## src/rtl/tsync_pkg.sv

```systemverilog
package tsync_pkg;

  typedef enum logic [2:0] {
    FLD_CTRL   = 3'd0,
    FLD_START  = 3'd1,
    FLD_CYCLE  = 3'd2,
    FLD_WIDTH  = 3'd3,
    FLD_ACK    = 3'd4,
    FLD_DIVIDE = 3'd5
  } cfg_field_e;

  localparam int unsigned CFG_FIELD_W = 3;

endpackage

```

## src/rtl/tsync_div.sv

```systemverilog
module tsync_div #(
  parameter int unsigned DIV_W = 8
) (
  input  logic             clk,
  input  logic             rst_n,
  input  logic             wr_div,
  input  logic [DIV_W-1:0] wdata,
  input  logic             clear,
  input  logic             src_fire,
  output logic             ext_mode,
  output logic             ext_fire
);

  logic [DIV_W-1:0] div_q;
  logic [DIV_W-1:0] cnt_q, cnt_d;
  logic             last_slot;

  assign ext_mode  = (div_q != '0);
  assign last_slot = (cnt_q == div_q - 1'b1);
  assign ext_fire  = ext_mode && src_fire && last_slot;

  always_comb begin
    cnt_d = cnt_q;
    if (clear || wr_div) begin
      cnt_d = '0;
    end else if (ext_mode && src_fire) begin
      cnt_d = last_slot ? '0 : cnt_q + 1'b1;
    end
  end

  always_ff @(posedge clk or negedge rst_n) begin
    if (!rst_n) begin
      div_q <= '0;
      cnt_q <= '0;
    end else begin
      if (wr_div) begin
        div_q <= wdata;
      end
      cnt_q <= cnt_d;
    end
  end

  // the slot counter never reaches the ratio while slaving is on
  assert_cnt_in_range_R10: assert property (@(posedge clk) disable iff (!rst_n)
    ext_mode |-> (cnt_q < div_q));

endmodule

```

## src/rtl/tsync_chan.sv

```systemverilog
module tsync_chan #(
  parameter int unsigned TIME_W = 64,
  parameter int unsigned CYC_W  = 32,
  parameter int unsigned PW_W   = 32
) (
  input  logic              clk,
  input  logic              rst_n,
  input  logic [TIME_W-1:0] sys_time,
  input  logic              wr_ctrl,
  input  logic              wr_start,
  input  logic              wr_cycle,
  input  logic              wr_width,
  input  logic              wr_ack,
  input  logic [TIME_W-1:0] wdata,
  input  logic              ext_mode,
  input  logic              ext_fire,
  output logic              fire_o,
  output logic              sync_o,
  output logic              irq_o
);

  logic [TIME_W-1:0] start_q;
  logic [CYC_W-1:0]  cycle_q;
  logic [PW_W-1:0]   width_q;

  logic              active_q, active_d;
  logic              armed_q,  armed_d;
  logic              out_q,    out_d;
  logic              irq_q,    irq_d;
  logic [TIME_W-1:0] next_q,   next_d;
  logic [TIME_W-1:0] end_q,    end_d;

  logic              time_hit;
  logic              fire;
  logic              ack_mode;
  logic              pulse_done;
  logic [TIME_W-1:0] base_time;

  assign time_hit   = (sys_time >= next_q);
  assign fire       = active_q && armed_q && (ext_mode ? ext_fire : time_hit);
  assign ack_mode   = (width_q == '0);
  assign pulse_done = out_q && !ack_mode && (sys_time >= end_q);
  assign base_time  = ext_mode ? sys_time : next_q;

  always_comb begin
    active_d = active_q;
    armed_d  = armed_q;
    out_d    = out_q;
    irq_d    = irq_q;
    next_d   = next_q;
    end_d    = end_q;
    if (wr_ctrl) begin
      active_d = wdata[0];
      armed_d  = wdata[0];
      next_d   = start_q;
      out_d    = 1'b0;
      irq_d    = 1'b0;
    end else if (active_q) begin
      if (pulse_done) begin
        out_d = 1'b0;
      end
      if (wr_ack) begin
        irq_d = 1'b0;
        if (ack_mode) begin
          out_d = 1'b0;
        end
      end
      if (fire) begin
        out_d = 1'b1;
        irq_d = 1'b1;
        end_d = base_time + TIME_W'(width_q);
        if (!ext_mode) begin
          if (cycle_q != '0) begin
            next_d = next_q + TIME_W'(cycle_q);
          end else begin
            armed_d = 1'b0;
          end
        end
      end
    end
  end

  always_ff @(posedge clk or negedge rst_n) begin
    if (!rst_n) begin
      start_q  <= '0;
      cycle_q  <= '0;
      width_q  <= '0;
      active_q <= 1'b0;
      armed_q  <= 1'b0;
      out_q    <= 1'b0;
      irq_q    <= 1'b0;
      next_q   <= '0;
      end_q    <= '0;
    end else begin
      if (wr_start) begin
        start_q <= wdata;
      end
      if (wr_cycle) begin
        cycle_q <= wdata[CYC_W-1:0];
      end
      if (wr_width) begin
        width_q <= wdata[PW_W-1:0];
      end
      active_q <= active_d;
      armed_q  <= armed_d;
      out_q    <= out_d;
      irq_q    <= irq_d;
      next_q   <= next_d;
      end_q    <= end_d;
    end
  end

  assign fire_o = fire;
  assign sync_o = out_q;
  assign irq_o  = irq_q;

  // a self-timed rise is always preceded by a sample at or past the target
  assert_rise_after_target_R2: assert property (@(posedge clk) disable iff (!rst_n)
    ($rose(out_q) && !$past(ext_mode)) |-> $past(sys_time >= next_q));

  // every rise comes with the interrupt flag set
  assert_rise_sets_flag_R8: assert property (@(posedge clk) disable iff (!rst_n)
    $rose(out_q) |-> irq_q);

  // a single-shot firing disarms the channel
  assert_single_disarm_R4: assert property (@(posedge clk) disable iff (!rst_n)
    (fire && !ext_mode && cycle_q == '0 && !wr_ctrl) |=> !armed_q);

  // in acknowledge mode the output stays up until acknowledged or stopped
  assert_ack_hold_R7: assert property (@(posedge clk) disable iff (!rst_n)
    (active_q && out_q && width_q == '0 && !wr_ack && !wr_ctrl) |=> out_q);

  // stopping a channel clears its output and flag in the next clock
  assert_stop_clears_R9: assert property (@(posedge clk) disable iff (!rst_n)
    (wr_ctrl && !wdata[0]) |=> (!out_q && !irq_q));

endmodule

```

## src/rtl/tsync_gen.sv

```systemverilog
module tsync_gen
  import tsync_pkg::*;
#(
  parameter int unsigned TIME_W = 64,
  parameter int unsigned CYC_W  = 32,
  parameter int unsigned PW_W   = 32,
  parameter int unsigned DIV_W  = 8
) (
  input  logic              clk,
  input  logic              rst_n,
  input  logic [TIME_W-1:0] sys_time,
  input  logic              cfg_we,
  input  logic              cfg_sel,
  input  logic [2:0]        cfg_field,
  input  logic [TIME_W-1:0] cfg_wdata,
  output logic [1:0]        sync_o,
  output logic              irq_o
);

  localparam int unsigned NCH = 2;

  logic [NCH-1:0] ext_mode_w;
  logic [NCH-1:0] ext_fire_w;
  logic [NCH-1:0] fire_w;
  logic [NCH-1:0] sync_w;
  logic [NCH-1:0] irq_w;
  logic [NCH-1:0] ch_hit;
  logic           wr_div;

  assign ext_mode_w[0] = 1'b0;
  assign ext_fire_w[0] = 1'b0;

  for (genvar ch = 0; ch < NCH; ch++) begin : g_chan
    assign ch_hit[ch] = cfg_we && (cfg_sel == 1'(ch));

    tsync_chan #(
      .TIME_W (TIME_W),
      .CYC_W  (CYC_W),
      .PW_W   (PW_W)
    ) u_chan (
      .clk      (clk),
      .rst_n    (rst_n),
      .sys_time (sys_time),
      .wr_ctrl  (ch_hit[ch] && cfg_field == FLD_CTRL),
      .wr_start (ch_hit[ch] && cfg_field == FLD_START),
      .wr_cycle (ch_hit[ch] && cfg_field == FLD_CYCLE),
      .wr_width (ch_hit[ch] && cfg_field == FLD_WIDTH),
      .wr_ack   (ch_hit[ch] && cfg_field == FLD_ACK),
      .wdata    (cfg_wdata),
      .ext_mode (ext_mode_w[ch]),
      .ext_fire (ext_fire_w[ch]),
      .fire_o   (fire_w[ch]),
      .sync_o   (sync_w[ch]),
      .irq_o    (irq_w[ch])
    );
  end

  assign wr_div = ch_hit[1] && cfg_field == FLD_DIVIDE;

  tsync_div #(
    .DIV_W (DIV_W)
  ) u_div (
    .clk      (clk),
    .rst_n    (rst_n),
    .wr_div   (wr_div),
    .wdata    (cfg_wdata[DIV_W-1:0]),
    .clear    (ch_hit[1] && cfg_field == FLD_CTRL),
    .src_fire (fire_w[0]),
    .ext_mode (ext_mode_w[1]),
    .ext_fire (ext_fire_w[1])
  );

  assign sync_o = sync_w;
  assign irq_o  = |irq_w;

  // a slaved channel 1 only fires together with channel 0
  assert_slave_aligned_R10: assert property (@(posedge clk) disable iff (!rst_n)
    (ext_mode_w[1] && fire_w[1]) |-> fire_w[0]);

endmodule

```

## config.mk

```make
export PLATFORM = sky130hd
export DESIGN_NAME = tsync_gen
export DESIGN_NICKNAME = d
export VERILOG_FILES = /design/src/rtl/tsync_pkg.sv /design/src/rtl/tsync_div.sv /design/src/rtl/tsync_chan.sv /design/src/rtl/tsync_gen.sv
export SDC_FILE = /design/constraint.sdc
export NUM_CORES = 2
export LEC_CHECK = 0
export BUFFER_PORTS_ARGS = -buffer_cell sky130_fd_sc_hd__buf_2
export CAP_MARGIN = 25
export CORE_MARGIN = 4
export CORE_UTILIZATION = 60
export CTS_CLUSTER_DIAMETER = 40
export CTS_CLUSTER_SIZE = 25
export DETAILED_ROUTE_END_ITERATION = 6
export GPL_ROUTABILITY_DRIVEN = 0
export PLACE_DENSITY_LB_ADDON = 0.12
export SETUP_SLACK_MARGIN = 0.15
export SLEW_MARGIN = 30
export SYNTH_ARGS = -nofsm -noshare
export SYNTH_HDL_FRONTEND = slang
export SYNTH_SLANG_ARGS = --single-unit
```

## constraint.sdc

```tcl
create_clock -name clk -period 10.38 [get_ports clk]
set_clock_uncertainty 0.1 [all_clocks]
set_input_delay 1.557 -clock clk [delete_from_list [all_inputs] [get_ports clk]]
set_output_delay 1.557 -clock clk [all_outputs]
set_load 0.005 [all_outputs]
```

---- Word level (Yosys, flattened, before mapping) ----
Cells that the tools add are included.
word-level totals
  bits in registers ....................... 536
  input bits .............................. 135
  output and inout port bits .............. 3
  logic and storage cells ................. 135
cells by class
  $add $sub $neg .......................... 6
  magnitude comparators ................... 4
  equality and inequality tests ........... 9
  mux-type cells .......................... 43
  bitwise operators ....................... 3
  reductions and logical operators ........ 50
operators by type and width
  cell                                                                     number
  64-bit 2-to-1 mux                                                        10
  64-bit by 32-bit adder with 64-bit output                                4
  64-bit greater-or-equal comparator                                       4
  32-bit zero test                                                         2
  32-bit nonzero test                                                      2
  1-bit 2-to-1 mux                                                         30
  8-bit 2-to-1 mux                                                         3
  1-bit logical AND                                                        23
  2-bit nonzero test                                                       7
  3-bit AND reduction                                                      4
  8-bit by 1-bit adder with 8-bit output, second input constant            1
  8-bit == test                                                            1
  4-bit AND reduction                                                      2
  8-bit nonzero test                                                       1
  8-bit by 1-bit subtractor with 8-bit output, second input constant       1
  3-bit by 2-bit == test with 1-bit output, second input constant          2
  3-bit == test, second input constant                                     2
  2-bit by 1-bit inequality test with 1-bit output, second input constant  3
  3-bit nonzero test                                                       2
  2-bit AND reduction                                                      2
  3-bit by 1-bit == test with 1-bit output, second input constant          1
  3-bit zero test                                                          1
  1-bit inverter                                                           3
  1-bit zero test                                                          2
  other kinds (2)                                                          2

---- Depth between registers and ports, before layout ----
  word-level depth ........................ 10
  mapped depth ............................ 23
  depth with buffers taken out ............ 17

---- Cells and area by module ----
Synthesis repeated with hierarchy kept, for this count alone.
second synthesis, totals
  cells, all modules ...................... 4,268
  area, all modules ....................... 38,657.1 sq um
modules (own cells, without submodules)
  module                         instances  cells each  area each (sq um)  sequential area each (sq um)
  tsync_chan (g_chan[1].u_chan)  1          2,095       18,808.0           6,506.2
  tsync_chan (g_chan[0].u_chan)  1          2,044       18,725.5           6,506.2
  tsync_div                      1          109         1,018.5            400.4
  tsync_gen                      1          20          105.1              0.0

---- Worst setup path after synthesis ----
Ideal clock, no wire load.
  path kind ............................... reg2reg
  start ................................... reg u_div.div_q[0]
  end ..................................... reg g_chan[1].u_chan.end_q[63]
  library setup time ...................... 0.138 ns
  arrival time ............................ 5.339 ns
  required time ........................... 10.142 ns
  path slack .............................. 4.802 ns
  stages on the path, launching flop included .. 23
  buffers on the path ..................... 7
  clock period less this slack ............ 5.578 ns
  cells stage by stage .................... dfrtp_1 -> inv_1 -> ha_1 -> nand4_1 -> buf_2 -> buf_1 -> buf_1 -> buf_2 -> buf_1 -> clkbuf_1 -> o21ai_0 -> ha_1 -> buf_2 -> and4_1 -> nand3_1 -> a211oi_1 -> o21ai_0 -> a211oi_2 -> o21ai_1 -> or4_1 -> nor4b_1 -> xor2_1 -> o21ai_0
on the way
  cells in the longest elaborated chain, start to end .. 6
  elaborated cells between the ends (all ways) .. 10
  classes of those cells .................. add/sub: 2; eq/ne: 1; mux: 2; reduce/logical: 5
RTL lines
  element                                                                                            RTL line           text
  start: declaration                                                                                 tsync_div.sv:14    logic [DIV_W-1:0] div_q;
  start signal: assignment                                                                           tsync_div.sv:37    div_q <= wdata;
  parallel branches: the longest is 6 deep, another holds 64-bit by 32-bit adder with 64-bit output  -
  end signal: assignment                                                                             tsync_chan.sv:109  end_q <= end_d;
  end: declaration                                                                                   tsync_chan.sv:31   logic [TIME_W-1:0] end_q, end_d;
Several ways; the timed one is not identified.
A chain may end at the register's enable or synchronous reset.

---- Worst setup path in the final report ----
  start ................................... reg u_div.div_q[0]
  end ..................................... reg g_chan[1].u_chan.end_q[62]
Same word-level chain as after synthesis.

==> metrics.yaml <==
cts:
  numCtsBuffers: 88
  clk_pin_slew_ns: 0.06
  clockRootBuffer: "clkbuf_16"
  clock_path_buffers: 3
  cts-htree-levels: 3
  hold_buffers: 0
  cts_resized: 0
  postCtsSetupBuffers: 0
  cts.sinks: 536
  cts_tree: "done"
  clk_latency_ns: 0.64
global_route:
  grt_max_degree: 146
  use_met3: 0.0953
  grt_overflow: 0
  grt_pass1_wl_um: 169000
  grt_pass1_vias: 29624
  grt.busiest_layer: "met1"
  antenna_found_initial: 13
  groute.usage.overall: 0.327
  grt_use_met2: 0.449
  met1_usage: 0.492
outcome:
  status: "completed"
yosys:
  synth_top_cell_by_area: "dfrtp_1"
  postSynthCellCount: 4048
  yosysUniqueCellTypes: 87
  synth_edf_count: 0
  yosysSeqAreaShare: 0.360
  ys_seq_elements: 536
  synth.net_count: 4573
  ys_warn_count: 0
  ys_async_sr_fraction: 1.00
  netlist.area_leader.share: 0.360
  ys.flop_type: "dfrtp_1"
  synth_area_leaders: "dfrtp_1 36%, ha_1 13%, mux2_2 8.1%"
  syn_area_per_cell_um2: 9.20
  synth_area_um2: 37200
critical_path:
  critPathKind: "flop to flop"
  cp-start-kind: "flop"
  cp_max_fo: 86
  worstSetupEndpointType: "flop"
  cp_data_arrival_time_ns: 6.28
  required_ns: 10.76
power:
  p_comb_frac: 0.384
  switching_share: 0.390
  p_leak_nw: 19.0
  internal-power_mw: 6.08
  power_frac_seq: 0.320
  p_switching_mw: 3.89
  clkPwrFrac: 0.296
  p_per_area_nw_per_um2: 239
  peakVddDrop_v: 0.000165
timing:
  final_max_slew_viol_count: 0
  worstMarginPinSlew_ns: 1.00
  fmax_mhz: 169
  finalCritPeriodShare: 0.569
  finalSetupViolations: 0
  relSlewSlack: 0.331
  rsz0062_at_grt: "no"
  worst_slack_ns: 4.48
  final-hold-violation-count: 0
  layout_min_cycle_time_ns: 5.90
  setup_tns_ns: 0
cells_and_area:
  synthToLayoutAreaGrowth_pct: 12.1
  layout-drive-gt1-share: 0.153
  nets: 4671
  final_cell_mix: "536 x dfrtp_1, 417 x nand2_1, 386 x ha_1"
  post_layout_nonfiller_instances: 5062
  fillers: 4946
  final_common_cell: "dfrtp_1"
floorplan:
  die_y_um: 257
  die_w_um: 257
  start_util: 0.604
  fp.dieArea_um2: 66100
  coreArea_um2: 61600
  pin_count: 138
  core.rowCount: 91
placed_design:
  hpwl_um: 84600
  place_ws_ns: 4.06
  io_buffer_count: 137
  dpl.cell_count: 4891
routing:
  post-route-drc-count: 0
  wl_um: 110000
  vias: 31204
  vias_per_cell: 6.16
  ant_nets: 0
  drt_iter0_markers: 3150
  dr.pass1.iters: 6
  wl_per_cell_um: 21.8
flow_run:
  drv_cap: 0
min_path:
  min_path_type: "flop to flop"
[cells in the mapped netlist, types with 16 or more instances]
master	instances
a211oi_1	37
a21o_1	133
a21oi_1	254
a31oi_1	30
and3_1	33
buf_1	16
buf_2	17
clkbuf_1	118
dfrtp_1	536
ha_1	386
inv_1	298
mux2_2	267
mux2i_1	64
nand2_1	418
nand2b_1	30
nand3_1	104
nand4_1	80
nor2_1	204
nor2b_1	22
nor3_1	79
nor4_1	63
o211ai_1	20
o21a_1	21
o21ai_0	321
o21ai_1	19
o31ai_1	16
or3_1	16
xnor2_1	141
xor2_1	80
[per-stage QoR]
| stage | hold slack [ns] | utilization | power, mW | instance area [um2] |
|---|---|---|---|---|
| global route | 0.390 | 0.677 | 10.6 | 41700 |
| finish | 0.375 | 0.677 | 9.98 | 41700 |
| floorplan | 0.335 | - | 5.84 | 37200 |
| CTS | 0.373 | 0.676 | 9.91 | 41600 |
| detailed placement | 0.354 | 0.627 | 6.92 | 38600 |
| global placement | 0.343 | 0.626 | 6.84 | 38600 |
[power groups by stage]
stage / sequential, mW / combinational (mW) / clock (mW)
6_report: 3.19 / 3.83 / 2.95
5_1_grt: 3.24 / 4.28 / 3.09
4_1_cts: 3.16 / 3.76 / 2.99
3_5_place_dp: 3.19 / 3.73 / 0
3_3_place_gp: 3.17 / 3.67 / 0
2_1_floorplan: 2.96 / 2.89 / 0
[registers in the layout, summed over array words and instances, names as in the netlist]
name                    cells
g_chan.u_chan.sync_o        2
g_chan.u_chan.cycle_q      64
g_chan.u_chan.next_q      128
g_chan.u_chan.armed_q       2
g_chan.u_chan.end_q       128
g_chan.u_chan.irq_o         2
u_div.cnt_q                 8
u_div.div_q                 8
g_chan.u_chan.active_q      2
g_chan.u_chan.width_q      64
g_chan.u_chan.start_q     128
[worst max-delay path: stages (launching register included)]
cell      delay, ns
dfrtp_1        0.42
inv_1          0.08
ha_1           0.27
nand4_1        0.22
buf_4          0.42
buf_4          0.77
o21ai_0        0.19
ha_1           0.46
nand2_1        0.10
or4_1          0.50
nor4_1         0.38
o21ai_1        0.21
a211oi_2       0.65
nand3_1        0.29
nor4_1         0.41
xor2_1         0.16
o21ai_0        0.08
[routing by layer]
layer | up-vias | routed length (um)
met3 | 197 | 12300
li1 | 14796 | -
met5 | - | 74
met2 | 1231 | 44400
met1 | 14970 | 50300
met4 | 10 | 3400
[cell type report]
| cell class | instances | area [um2] | area share |
|---|---|---|---|
| inverters | 298 | 1120 | 0.0268 |
| diodes | 6 | 15.0 | 0.000360 |
| repair buffers | 164 | 972 | 0.0233 |
| multi-input cells | 3058 | 22100 | 0.531 |
| flip-flops and latches | 536 | 13400 | 0.322 |
| clock inverters | 61 | 621 | 0.0149 |
| well taps | 837 | 1050 | 0.0251 |
| clock buffers | 102 | 2400 | 0.0575 |
[cell families after synthesis]
family | synth area share
and+or+nand+nor | 0.146
AOI/OAI and AO/OA | 0.164
muxes | 0.0986
buffers and inverters | 0.0470
xor gates and xnor gates | 0.0520
adders and majority gates | 0.132
DFF | 0.360
[worst paths after layout]
path	from	to	slack, ns	depth (start not counted)
worst max-delay path	u_div.div_q[0]	g_chan[1].u_chan.end_q[62]	4.48	16
worst min-delay path	g_chan[1].u_chan.start_q[36]	g_chan[1].u_chan.next_q[36]	0.37	2
worst max register to register	u_div.div_q[0]	g_chan[1].u_chan.end_q[62]	4.48	16
worst min register to register	g_chan[1].u_chan.start_q[36]	g_chan[1].u_chan.next_q[36]	0.37	2
max in group asynchronous	rst_n	g_chan[0].u_chan.start_q[2]	7.33	3
min in group asynchronous	rst_n	g_chan[1].u_chan.end_q[61]	0.87	1
Power figures use the tool's default switching activity.
